--- config.mk ---
export PLATFORM = sky130hd
export DESIGN_NAME = even_clk_div
export DESIGN_NICKNAME = d
export VERILOG_FILES = /design/src/rtl/even_clk_div_pkg.sv /design/src/rtl/ediv_req_check.sv /design/src/rtl/ediv_round.sv /design/src/rtl/ediv_gen.sv /design/src/rtl/even_clk_div.sv
export SDC_FILE = /design/constraint.sdc
export NUM_CORES = 1
export LEC_CHECK = 0
export ABC_AREA = 1
export CAP_MARGIN = 20
export CORE_MARGIN = 3
export CORE_UTILIZATION = 58
export CTS_BUF_LIST = sky130_fd_sc_hd__clkbuf_2
export CTS_CLUSTER_DIAMETER = 100
export DETAILED_ROUTE_END_ITERATION = 16
export DONT_BUFFER_PORTS = 1
export MAX_ROUTING_LAYER = met4
export PLACE_DENSITY_LB_ADDON = 0.25
export SLEW_MARGIN = 20
export SYNTH_ARGS = -nofsm -noshare
export SYNTH_HDL_FRONTEND = slang
export SYNTH_SLANG_ARGS = --single-unit
--- constraint.sdc ---
create_clock -name clk -period 1.1 [get_ports clk]
set_input_delay 0.11 -clock clk [delete_from_list [all_inputs] [get_ports clk]]
set_output_delay 0.11 -clock clk [all_outputs]
set_load 0.05 [all_outputs]
--- src/rtl/even_clk_div_pkg.sv ---
package even_clk_div_pkg;

    typedef enum logic [1:0] {
        ST_NONE = 2'd0,
        ST_DONE = 2'd1,
        ST_REJ  = 2'd2
    } req_st_e;

    // Even, non-zero, and within what a field of fw bits encodes (2*2^fw).
    function automatic logic ratio_legal(input int unsigned r, input int fw);
        return (r != 0) && (r % 2 == 0) && (r <= (32'd2 << fw));
    endfunction

    // Stored field is half the ratio minus one, so readback returns the ratio.
    function automatic int unsigned ratio_to_field(input int unsigned r);
        return (r >> 1) - 1;
    endfunction

    function automatic int unsigned round_even(input int unsigned r);
        return (r + 1) & ~32'd1;
    endfunction

endpackage

--- src/rtl/ediv_req_check.sv ---
module ediv_req_check
    import even_clk_div_pkg::*;
#(
    parameter int FIELD_W = 5,
    parameter int RATIO_W = 8
) (
    input  logic               clk,
    input  logic               rst,
    input  logic               set_valid_i,
    input  logic [RATIO_W-1:0] set_ratio_i,
    output logic [FIELD_W-1:0] field_o,
    output req_st_e            st_o
);

    logic               legal;
    logic [FIELD_W-1:0] field_q;
    req_st_e            st_q;

    always_comb legal = ratio_legal(32'(set_ratio_i), FIELD_W);

    always_ff @(posedge clk) begin
        if (rst) begin
            field_q <= '0;
            st_q    <= ST_NONE;
        end else if (set_valid_i) begin
            if (legal) begin
                field_q <= FIELD_W'(ratio_to_field(32'(set_ratio_i)));
                st_q    <= ST_DONE;
            end else begin
                st_q    <= ST_REJ;
            end
        end else begin
            st_q <= ST_NONE;
        end
    end

    assign field_o = field_q;
    assign st_o    = st_q;

    // an accepted request lands as half the ratio minus one
    p_accept_field_r4: assert property (@(posedge clk) disable iff (rst)
        (set_valid_i && legal) |=> (st_q == ST_DONE) &&
            (((RATIO_W'(field_q) + RATIO_W'(1)) << 1) == $past(set_ratio_i)));

    // a rejected request leaves the field alone
    p_reject_hold_r5: assert property (@(posedge clk) disable iff (rst)
        (set_valid_i && !legal) |=> (st_q == ST_REJ) && $stable(field_q));

    // without a request no status and no field change
    p_idle_quiet_r9: assert property (@(posedge clk) disable iff (rst)
        !set_valid_i |=> (st_q == ST_NONE) && $stable(field_q));

endmodule

--- src/rtl/ediv_round.sv ---
module ediv_round
    import even_clk_div_pkg::*;
#(
    parameter int RATIO_W = 8
) (
    input  logic [RATIO_W-1:0] req_i,
    output logic [RATIO_W:0]   rate_o
);

    always_comb rate_o = (RATIO_W+1)'(round_even(32'(req_i)));

    // result is even and never below the query
    always_comb begin
        p_round_even_r8: assert (rate_o[0] == 1'b0 && rate_o >= {1'b0, req_i});
    end

endmodule

--- src/rtl/ediv_gen.sv ---
module ediv_gen #(
    parameter int FIELD_W = 5,
    parameter int RATIO_W = 8
) (
    input  logic               clk,
    input  logic               rst,
    input  logic [FIELD_W-1:0] field_i,
    output logic [RATIO_W-1:0] ratio_o,
    output logic               clk_div_o
);

    logic [FIELD_W-1:0] cnt_q;
    logic [FIELD_W-1:0] cur_n_q;
    logic               lvl_q;
    logic               half_end;
    logic [RATIO_W-1:0] half_len;

    assign half_end = (cnt_q == cur_n_q);

    always_ff @(posedge clk) begin
        if (rst) begin
            cnt_q   <= '0;
            cur_n_q <= '0;
            lvl_q   <= 1'b0;
        end else if (half_end) begin
            cnt_q <= '0;
            lvl_q <= ~lvl_q;
            if (!lvl_q) begin
                cur_n_q <= field_i;   // adopt only where the output rises
            end
        end else begin
            cnt_q <= cnt_q + FIELD_W'(1);
        end
    end

    always_comb half_len = RATIO_W'(cur_n_q) + RATIO_W'(1);
    assign ratio_o   = half_len << 1;
    assign clk_div_o = lvl_q;

    // the phase counter never passes the phase length
    always_ff @(posedge clk) begin
        if (!rst) begin
            p_cnt_bound_r3: assert (cnt_q <= cur_n_q);
        end
    end

    // the ratio in use changes only where the output rises
    p_switch_at_rise_r7: assert property (@(posedge clk) disable iff (rst)
        !(half_end && !lvl_q) |=> $stable(cur_n_q));

    // mid-phase the output level holds
    p_level_hold_r3: assert property (@(posedge clk) disable iff (rst)
        !half_end |=> $stable(lvl_q));

endmodule

--- src/rtl/even_clk_div.sv ---
module even_clk_div
    import even_clk_div_pkg::*;
#(
    parameter int FIELD_W = 5,
    parameter int RATIO_W = 8
) (
    input  logic               clk,
    input  logic               rst,
    input  logic               set_valid,
    input  logic [RATIO_W-1:0] set_ratio,
    output logic               set_ok,
    output logic               set_err,
    output logic [FIELD_W-1:0] div_field,
    output logic [RATIO_W-1:0] active_ratio,
    input  logic [RATIO_W-1:0] round_req,
    output logic [RATIO_W:0]   round_rate,
    output logic               clk_div_o
);

    localparam int MAX_RATIO = 2 << FIELD_W;

    req_st_e            st;
    logic [FIELD_W-1:0] field;

    ediv_req_check #(.FIELD_W(FIELD_W), .RATIO_W(RATIO_W)) u_check (
        .clk         (clk),
        .rst         (rst),
        .set_valid_i (set_valid),
        .set_ratio_i (set_ratio),
        .field_o     (field),
        .st_o        (st)
    );

    ediv_gen #(.FIELD_W(FIELD_W), .RATIO_W(RATIO_W)) u_gen (
        .clk       (clk),
        .rst       (rst),
        .field_i   (field),
        .ratio_o   (active_ratio),
        .clk_div_o (clk_div_o)
    );

    ediv_round #(.RATIO_W(RATIO_W)) u_round (
        .req_i  (round_req),
        .rate_o (round_rate)
    );

    assign set_ok    = (st == ST_DONE);
    assign set_err   = (st == ST_REJ);
    assign div_field = field;

    // the status outputs never both show
    p_status_excl_r9: assert property (@(posedge clk) disable iff (rst)
        !(set_ok && set_err));

    // the ratio readback is even and within range
    p_ratio_range_r2: assert property (@(posedge clk) disable iff (rst)
        (active_ratio[0] == 1'b0) && (active_ratio >= RATIO_W'(2)) &&
        (int'(active_ratio) <= MAX_RATIO));

endmodule

==> impl_metrics.env, run 1 <==
export IMPL_syn_inst=183
export IMPL_synth_seq_cells=18
export IMPL_row_count=15
export IMPL_async_flop_share=0
export IMPL_io_buffers=0
export IMPL_synth_distinct_cells=23
export IMPL_start_util=0.654
export IMPL_status="stopped before the end"
export IMPL_failing_step="detailed placement"
export IMPL_fp_dieW_um=51.3
export IMPL_synth_common_cells="nand2_1, inv_1, nor2_1, dfxtp_1, nand3_1"
export IMPL_synth_edf_count=0
export IMPL_syn_area_um2=1190
export IMPL_error_line="[ERROR DPL-0033] detailed placement checks failed during check placement."
export IMPL_gp_congestion=0.829
export IMPL_ys_seq_area_frac=0.303
export IMPL_synthMostInstantiatedCell="nand2_1"
export IMPL_synth_warnings=0
export IMPL_synth_top_area_frac=0.303
export IMPL_pin_count=44
export IMPL_avgSynthCellArea_um2=6.50
export IMPL_ys_flop_type="dfxtp_1"
export IMPL_yosys_top_cells_area="dfxtp_1, nand2_1, inv_1, nor2_1, xor2_1"
export IMPL_die_height_um=51.3
export IMPL_yosysTopAreaCell="dfxtp_1"
export IMPL_place_hpwl_mm=4.55
==> stage by stage <==
| stage | setup TNS (ns) | hold WS [ns] |
|---|---|---|
| after global placement | -0.149 | 0.173 |
| after floorplan | -0.433 | 0.172 |
==> cell families after synthesis <==
logic type,Yosys count,synth area share
other,1,0.00315
and+or+nand+nor,107,0.411
xor gates and xnor gates,14,0.103
AOI/OAI and AO/OA,3,0.0147
DFF,18,0.303
buffers and inverters,36,0.123
adders and majority gates,4,0.0421
==> inputs of run 2 (changes only) <==
- CORE_AREA: not set -> 3 3 64 66
- CORE_MARGIN: 3 -> not set
- CORE_UTILIZATION: 58 -> not set
- CTS_BUF_LIST: sky130_fd_sc_hd__clkbuf_2 -> not set
- CTS_CLUSTER_DIAMETER: 100 -> not set
- DIE_AREA: not set -> 0 0 67 69
- MAX_ROUTING_LAYER: met4 -> not set
- PLACE_DENSITY_LB_ADDON: 0.25 -> 0.15
- clock period: 1.1 -> 1.4 ns (I/O delays scaled with it)
==> impl_metrics.env, run 2 <==
export IMPL_status="finished clean"
export IMPL_met2WireLength_mm=1.33
export IMPL_drcViolationCount=0
export IMPL_p_comb_frac=0.622
export IMPL_avgSynthCellArea_um2=6.50
export IMPL_ff2ff_path_depth=7
export IMPL_cts_htree_levels=1
export IMPL_cts_tree="done"
export IMPL_fp_dieW_um=67
export IMPL_skew_ns=0.00113
export IMPL_critical_path_class="reg -> out"
export IMPL_place_ws_ns=0.0911
export IMPL_antenna_found_initial=0
export IMPL_cp_required_ns=1.26
export IMPL_hold_class="in -> reg"
export IMPL_grt_pass1_vias=1142
export IMPL_synthMostInstantiatedCell="nand2_1"
export IMPL_overflow=0
export IMPL_synth_edf_count=0
export IMPL_cts_num_sinks=18
export IMPL_synth_distinct_cells=23
export IMPL_p_per_area_nw_per_um2=2160
export IMPL_grt_max_degree=11
export IMPL_tns_ns=0
export IMPL_end_kind="output pin"
export IMPL_drive_gt1_frac=0.262
export IMPL_setup_viol=0
export IMPL_clk_path_buf_depth=2
export IMPL_total_power_mw=3.44
export IMPL_synth_warnings=0
export IMPL_layout_common_cells="nand2_1, inv_1, nor2_1"
export IMPL_syn_inst=183
export IMPL_path_buf_inv=1
export IMPL_start_util=0.327
export IMPL_intPower_mw=1.74
export IMPL_p_sw_mw=1.70
export IMPL_avgViaCountPerCell=4.36
export IMPL_antennaDiodeCount=0
export IMPL_ys_flop_type="dfxtp_1"
export IMPL_io_buffers=0
export IMPL_cts_buffers=3
export IMPL_row_count=22
export IMPL_yosys_top_cells_area="dfxtp_1, nand2_1, inv_1, nor2_1, xor2_1"
export IMPL_crit_arrival_ns=1.21
export IMPL_hold_ws_ns=0.0188
export IMPL_critical_path_depth=4
export IMPL_yosysTopAreaCell="dfxtp_1"
export IMPL_grt_usage=0.123
export IMPL_dr_pass1_iters=4
export IMPL_pin_count=44
export IMPL_grt_setup_unrepaired="yes"
export IMPL_slowest_stage="dfxtp_4"
export IMPL_top_layer="met4"
export IMPL_drt_iter0_drc=30
export IMPL_cpPeakStageDelay_ns=0.36
export IMPL_async_flop_share=0
export IMPL_p_leak_nw=0.758
export IMPL_cp_top_family="flip-flops"
export IMPL_synth_seq_cells=18
export IMPL_ys_seq_area_frac=0.303
export IMPL_crit_chain="ha_4, nand3_2, xor2_2, buf_12"
export IMPL_post_route_min_period_ns=1.35
export IMPL_synth_top_area_frac=0.303
export IMPL_clock_latency_ns=0.25
export IMPL_dr_wl_met3_um=169
export IMPL_p_clk_frac=0.122
export IMPL_vias=1125
export IMPL_final_common_cell="nand2_1"
export IMPL_wire_per_inst_um=9.83
export IMPL_fmax_ghz=0.741
export IMPL_min_path_cells=2
export IMPL_switching_share=0.495
export IMPL_die_height_um=69
export IMPL_finalCritPeriodShare=0.963
export IMPL_fin_ws_ns=0.0513
export IMPL_grt_pass1_wl_mm=4.55
export IMPL_nets=234
export IMPL_ir_drop_uv=594
export IMPL_p_seq_frac=0.256
export IMPL_place_hpwl_mm=2.11
export IMPL_worst_path_max_fanout=3
export IMPL_m1WireLength_um=979
export IMPL_area_growth_syn_to_layout_pct=34.2
export IMPL_wl_mm=2.54
export IMPL_core_area_um2=3630
export IMPL_ctsRootBufferMaster="clkbuf_8"
export IMPL_path_clk_slew_ns=0.07
export IMPL_syn_area_um2=1190
export IMPL_cap_viol_max_count=0
export IMPL_hold_violations=0
export IMPL_die_area_um2=4620
export IMPL_gp_congestion=0.790
export IMPL_maxSlewViolCount=0
export IMPL_synth_common_cells="nand2_1, inv_1, nor2_1, dfxtp_1, nand3_1"
export IMPL_ant_nets=0
export IMPL_critPathLaunchType="flip-flop"
export IMPL_postLayoutCoreUtil=0.439
## run 2: cell counts after synthesis
Identical to the previous run, type by type.
## run 2: metal layers
| layer | GRT usage | up-vias |
|---|---|---|
| met3 | 0.0293 | 4 |
| met1 | 0.135 | 493 |
| met2 | 0.216 | 31 |
| met5 | 0 | - |
| li1 | - | 597 |
| met4 | 0.0541 | 0 |
## run 2: cells by family (layout without fill, tap and decap cells)
kind of cell	after synthesis	count (layout)	share of synthesized area
compound gates	3	3	0.0147
xor+xnor	14	14	0.103
fa+ha+maj	4	4	0.0421
buf+inv	36	61	0.123
flops	18	18	0.303
other cells	1	3	0.00315
simple gates	107	107	0.411
## run 2: per-stage QoR
stage | instances | area, um^2
3_5_place_dp | 251 | 1470
5_1_grt | 258 | 1600
4_1_cts | 258 | 1580
3_3_place_gp | 251 | 1470
6_report | 258 | 1600
2_1_floorplan | 185 | 1240
## run 2: path summary, 6_finish.rpt
kind / slack (ns) / endpoint / start
hold reg to reg: 0.47 / u_gen.cnt_q[0]$_SDFF_PP0_ / u_gen.cnt_q[0]$_SDFF_PP0_
setup / recovery: 0.05 / active_ratio[5] / u_gen.cur_n_q[0]$_SDFFE_PP0P_
hold / removal: 0.02 / u_check.st_o[1]$_SDFF_PP0_ / set_valid
setup reg to reg: 0.12 / u_gen.cur_n_q[1]$_SDFFE_PP0P_ / u_gen.cur_n_q[1]$_SDFFE_PP0P_
## run 2: cell type report
class	count	area [um^2]
inverter	32	120
fill	392	2040
clock buffer	4	55.1
sequential	18	375
multi-input combinational	131	771
timing repair buffer	25	215
tap	48	60.1
## run 2: what timing repair did
| action | in CTS | in global routing |
|---|---|---|
| endpoints found under the hold margin | 2 | 0 |
| hold buffers | 1 | 0 |
| gates cloned | 0 | 0 |
| buffers inserted | 2 | 0 |
| resized for setup | 8 | 7 |
| setup endpoints to repair | 4 | 13 |
| pin swaps | 1 | 8 |
## run 2: power groups by stage
stage               logic, mW  registers (mW)  clock network (mW)
floorplan                1.46           0.877                   0
detailed placement       1.99           0.857                   0
finish                   2.14           0.882               0.418
global route             2.42           0.916               0.454
global placement         1.97           0.847                   0
CTS                      2.09           0.858               0.431
Note: power is estimated with default switching activity, not from simulation.
==> inputs of run 3 (changes only) <==
- SYNTH_HIERARCHICAL: not set -> 1
==> impl_metrics.env, run 3 <==
export IMPL_fin_ws_ns=0.0454
export IMPL_grt_max_degree=11
export IMPL_synth_edf_count=0
export IMPL_synth_warnings=6
export IMPL_ir_drop_uv=658
export IMPL_hold_class="in -> reg"
export IMPL_post_route_min_period_ns=1.35
export IMPL_antenna_found_initial=0
export IMPL_ys_seq_area_frac=0.286
export IMPL_finalCritPeriodShare=0.968
export IMPL_ys_flop_type="dfxtp_1"
export IMPL_p_clk_frac=0.122
export IMPL_maxSlewViolCount=0
export IMPL_drt_iter0_drc=35
export IMPL_cp_top_family="flip-flops"
export IMPL_avgSynthCellArea_um2=6.29
export IMPL_pin_count=44
export IMPL_die_height_um=69
export IMPL_crit_chain="ha_4, buf_4, xor2_2, buf_4"
export IMPL_p_comb_frac=0.628
export IMPL_nets=253
export IMPL_synth_seq_cells=18
export IMPL_antennaDiodeCount=0
export IMPL_fmax_ghz=0.738
export IMPL_p_per_area_nw_per_um2=2090
export IMPL_path_clk_slew_ns=0.07
export IMPL_hold_ws_ns=0.00895
export IMPL_slowest_stage="dfxtp_4"
export IMPL_overflow=0
export IMPL_holdCritStartpoint="set_valid"
export IMPL_final_common_cell="nand2_1"
export IMPL_wl_mm=2.46
export IMPL_synth_top_area_frac=0.286
export IMPL_syn_inst=200
export IMPL_synthMostInstantiatedCell="nand2_1"
export IMPL_fill_cells=390
export IMPL_wire_per_inst_um=8.88
export IMPL_cts_num_sinks=18
export IMPL_clk_path_buf_depth=2
export IMPL_synth_distinct_cells=24
export IMPL_intPower_mw=1.77
export IMPL_r2r_start="u_gen/cur_n_q[0]$_SDFFE_PP0P_"
export IMPL_grt_usage=0.117
export IMPL_p_sw_mw=1.63
export IMPL_dr_pass1_iters=4
export IMPL_drive_gt1_frac=0.245
export IMPL_grt_pass1_wl_mm=4.38
export IMPL_layout_common_cells="nand2_1, inv_1, nor2_1"
export IMPL_drcViolationCount=0
export IMPL_yosys_top_cells_area="dfxtp_1, nand2_1, inv_1, nor2_1, nand4_1"
export IMPL_row_count=22
export IMPL_p_seq_frac=0.250
export IMPL_avgViaCountPerCell=4.31
export IMPL_switching_share=0.479
export IMPL_fp_dieW_um=67
export IMPL_hold_violations=0
export IMPL_crit_arrival_ns=1.21
export IMPL_vias=1193
export IMPL_min_path_cells=2
export IMPL_total_power_mw=3.40
export IMPL_yosysTopAreaCell="dfxtp_1"
export IMPL_clock_latency_ns=0.25
export IMPL_area_growth_syn_to_layout_pct=29.3
export IMPL_synth_common_cells="nand2_1, inv_1, nor2_1, dfxtp_1, nand4_1"
export IMPL_dp_cells=269
export IMPL_core_area_um2=3630
export IMPL_cts_htree_levels=1
export IMPL_finalNonFillerCells=277
export IMPL_critPathLaunchType="flip-flop"
export IMPL_ff2ff_path_depth=9
export IMPL_grt_pass1_vias=1118
export IMPL_r2r_end="u_gen/cur_n_q[3]$_SDFFE_PP0P_"
export IMPL_setup_viol=0
export IMPL_place_hpwl_mm=2.08
export IMPL_skew_ns=0.00411
export IMPL_cts_buffers=3
export IMPL_critical_path_class="reg -> out"
export IMPL_tns_ns=0
export IMPL_async_flop_share=0
export IMPL_p_leak_nw=0.776
export IMPL_cpPeakStageDelay_ns=0.37
export IMPL_die_area_um2=4620
export IMPL_cap_viol_max_count=0
export IMPL_worst_path_max_fanout=5
export IMPL_path_buf_inv=2
export IMPL_syn_area_um2=1260
export IMPL_status="finished clean"
export IMPL_holdPathEnd="u_check/st_o[1]$_SDFF_PP0_"
export IMPL_io_buffers=0
export IMPL_cp_required_ns=1.26
export IMPL_start_util=0.346
export IMPL_end_kind="output pin"
export IMPL_crit_top_cell="buf_4"
export IMPL_ant_nets=0
export IMPL_r2r_slack_ns=0.17
export IMPL_ctsRootBufferMaster="clkbuf_8"
export IMPL_cts_tree="done"
export IMPL_gp_congestion=0.769
export IMPL_place_ws_ns=0.120
[run 3: how the worst max path moves through the flow]
stage                     cells after the start                     startpoint              end  slack, ns
after floorplan                               3                   round_req[0]    round_rate[4]      0.003
after detailed placement                      4  u_gen/cur_n_q[1]$_SDFFE_PP0P_  active_ratio[5]       0.12
after global placement                        4  u_gen/cur_n_q[1]$_SDFFE_PP0P_  active_ratio[5]       0.14
final                                         4  u_gen/cur_n_q[1]$_SDFFE_PP0P_  active_ratio[3]       0.05
after CTS                                     4  u_gen/cur_n_q[0]$_SDFFE_PP0P_  active_ratio[5]     -0.006
after global routing                          4  u_gen/cur_n_q[1]$_SDFFE_PP0P_  active_ratio[5]   -0.00002
[run 3: cell type report]
cell class              count  area (um^2)  share of cell area
flip-flops and latches     18          370               0.228
repair buffers             27          218               0.134
well taps                  48         60.1              0.0369
inverters                  39          146              0.0899
clock buffers               4         55.1              0.0338
multi-input cells         141          778               0.478
[run 3: stage by stage]
| stage | instance area [um^2] | util |
|---|---|---|
| CTS | 1610 | 0.442 |
| detailed placement | 1510 | 0.416 |
| finish | 1630 | 0.448 |
| global route | 1630 | 0.448 |
| floorplan | 1290 | - |
| global placement | 1510 | 0.416 |
[run 3: logic make-up after synthesis]
logic type               after synthesis  synth area share
other                                  2           0.00597
buffers and inverters                 42             0.134
flip-flops                            18             0.286
XOR/XNOR                              11            0.0765
AO/OA/AOI/OAI                          4            0.0159
adder cells (fa/ha/maj)                4            0.0398
AND/OR/NAND/NOR                      119             0.441
[run 3: power by group through the flow]
stage | sequential, mW | clock, mW | combinational (mW)
CTS | 0.869 | 0.431 | 2.10
finish | 0.851 | 0.414 | 2.14
detailed placement | 0.835 | 0 | 2.04
global placement | 0.826 | 0 | 2.06
floorplan | 0.875 | 0 | 1.44
global route | 0.879 | 0.451 | 2.35
[run 3: worst register-to-register path: stages, from the launching register on]
cell      delay [ns]
dfxtp_4         0.38
buf_4           0.12
inv_2           0.04
nand2_1         0.05
nand2_1         0.05
nor2_1          0.10
nand3b_2        0.14
nor2_4          0.16
nor2_1          0.05
nor2_1          0.09
[run 3: routing by layer]
metal / GRT usage / wire, um
met1: 0.136 / 1060
met2: 0.193 / 1150
met3: 0.0375 / 209
met4: 0.0473 / 40
met5: 0 / 0
[run 3: repair_timing]
item / 4_1_cts / 5_1_grt
hold endpoints to repair: 2 / 0
pin swaps: 1 / 2
setup endpoints to repair: 4 / 1
hold buffers: 1 / 0
gates resized for setup: 9 / 0
buffers inserted: 0 / 3
==> inputs of run 4 (changes only) <==
- REMOVE_ABC_BUFFERS: not set -> 1
==> impl_metrics.env, run 4 (synthesis gave the netlist of run 3 again) <==
export IMPL_worst_path_max_fanout=3
export IMPL_holdPathEnd="u_check/st_o[1]$_SDFF_PP0_"
export IMPL_cts_buffers=3
export IMPL_grt_pass1_vias=1233
export IMPL_antennaDiodeCount=0
export IMPL_cpPeakStageDelay_ns=0.37
export IMPL_cts_num_sinks=18
export IMPL_place_hpwl_mm=2.33
export IMPL_ff2ff_path_depth=9
export IMPL_p_clk_frac=0.101
export IMPL_setup_viol=0
export IMPL_nets=252
export IMPL_cts_htree_levels=1
export IMPL_fp_dieW_um=67
export IMPL_r2r_end="u_gen/cur_n_q[1]$_SDFFE_PP0P_"
export IMPL_p_seq_frac=0.243
export IMPL_dr_pass1_iters=4
export IMPL_cp_required_ns=1.26
export IMPL_hold_violations=0
export IMPL_min_path_cells=2
export IMPL_wire_per_inst_um=10.4
export IMPL_path_clk_slew_ns=0.06
export IMPL_die_height_um=69
export IMPL_end_kind="output pin"
export IMPL_hold_ws_ns=0.0312
export IMPL_gp_congestion=0.779
export IMPL_core_area_um2=3630
export IMPL_ant_nets=0
export IMPL_vias=1201
export IMPL_grt_setup_unrepaired="yes"
export IMPL_grt_pass1_wl_mm=4.97
export IMPL_p_sw_mw=1.73
export IMPL_intPower_mw=1.67
export IMPL_p_leak_nw=0.767
export IMPL_status="finished clean"
export IMPL_cts_tree="done"
export IMPL_critPathLaunch="u_gen/cur_n_q[0]$_SDFFE_PP0P_"
export IMPL_antenna_found_initial=0
export IMPL_finalCritPeriodShare=0.955
export IMPL_pin_count=44
export IMPL_post_route_min_period_ns=1.34
export IMPL_holdCritStartpoint="set_valid"
export IMPL_skew_ns=0.00354
export IMPL_grt_usage=0.131
export IMPL_drive_gt1_frac=0.247
export IMPL_ctsRootBufferMaster="clkbuf_8"
export IMPL_crit_arrival_ns=1.20
export IMPL_crit_chain="ha_4, nand3_2, xor2_1, buf_4"
export IMPL_area_growth_syn_to_layout_pct=28.2
export IMPL_slowest_stage="dfxtp_4"
export IMPL_wl_mm=2.87
export IMPL_avgViaCountPerCell=4.37
export IMPL_critPathLaunchType="flip-flop"
export IMPL_final_common_cell="nand2_1"
export IMPL_layout_common_cells="nand2_1, inv_1, nor2_1"
export IMPL_fmax_ghz=0.748
export IMPL_p_comb_frac=0.656
export IMPL_clock_latency_ns=0.25
export IMPL_cap_viol_max_count=0
export IMPL_r2r_slack_ns=0.13
export IMPL_row_count=22
export IMPL_maxSlewViolCount=0
export IMPL_drt_iter0_drc=35
export IMPL_ir_drop_uv=625
export IMPL_die_area_um2=4620
export IMPL_cp_top_family="flip-flops"
export IMPL_r2r_start="u_gen/cur_n_q[0]$_SDFFE_PP0P_"
export IMPL_grt_max_degree=10
export IMPL_hold_class="in -> reg"
export IMPL_switching_share=0.509
export IMPL_drcViolationCount=0
export IMPL_path_buf_inv=1
export IMPL_critical_path_class="reg -> out"
export IMPL_overflow=0
export IMPL_total_power_mw=3.40
export IMPL_start_util=0.346
export IMPL_io_buffers=0
export IMPL_clk_path_buf_depth=2
export IMPL_p_per_area_nw_per_um2=2110
run 4: area by class of cell:
cell class / instances / area [um^2]
Fill cell: 405 / 2020
Clock buffer: 3 / 41.3
Tap cell: 48 / 60.1
Timing Repair Buffer: 26 / 205
Multi-Input combinational cell: 141 / 790
Inverter: 39 / 146
Sequential cell: 18 / 372
run 4: worst max-delay path by stage:
stage                                    end  slack [ns]  cells after the start
6_report                     active_ratio[5]        0.06                      4
5_1_grt        u_gen/cur_n_q[0]$_SDFFE_PP0P_       0.004                      8
4_1_cts        u_gen/cur_n_q[2]$_SDFFE_PP0P_        0.01                      7
3_5_place_dp   u_gen/cur_n_q[3]$_SDFFE_PP0P_        0.10                      7
3_3_place_gp   u_gen/cur_n_q[4]$_SDFFE_PP0P_        0.14                      7
2_1_floorplan                active_ratio[6]       -0.32                      2
run 4: repair_timing:
item	in CTS	in global routing
endpoints found under the setup margin	3	8
endpoints found under the hold margin	2	0
hold buffers	1	0
setup buffers	3	0
pin swaps	1	8
resized for setup	8	11
run 4: power by group through the flow:
stage          logic (mW)  registers (mW)  clock network, mW
3_3_place_gp         1.91           0.816                  0
6_report             2.23           0.828              0.343
2_1_floorplan        1.40           0.869                  0
3_5_place_dp         1.91           0.827                  0
5_1_grt              2.46           0.849              0.380
4_1_cts              2.05           0.819              0.361
run 4: through the flow:
step           cell area (um^2)  utilization  setup slack, ns  instances  TNS [ns]
5_1_grt                    1610        0.444          0.00423        275         0
2_1_floorplan              1240            -           -0.319        198    -0.625
3_5_place_dp               1470        0.405            0.104        268         0
4_1_cts                    1570        0.432           0.0110        275         0
6_report                   1610        0.444           0.0631        275         0
3_3_place_gp               1470        0.405            0.141        268         0
run 4: worst register-to-register path, cell delays in order, from the launching register on:
cell and delay (ns):
dfxtp_4 0.38, buf_6 0.11, inv_2 0.03, nand2_1 0.04, nand2_1 0.06, nor2_2 0.15, nand3b_4 0.11, nor2_4 0.17
nor2_1 0.06, nor2_1 0.10
run 4: metal layers:
layer / track usage / wire length (um) / vias to the layer above
met1: 0.156 / 1250 / 515
met3: 0.0277 / 165 / 2
li1: - / - / 656
met5: 0 / 0 / -
met4: 0.0270 / 10 / 0
met2: 0.235 / 1440 / 28
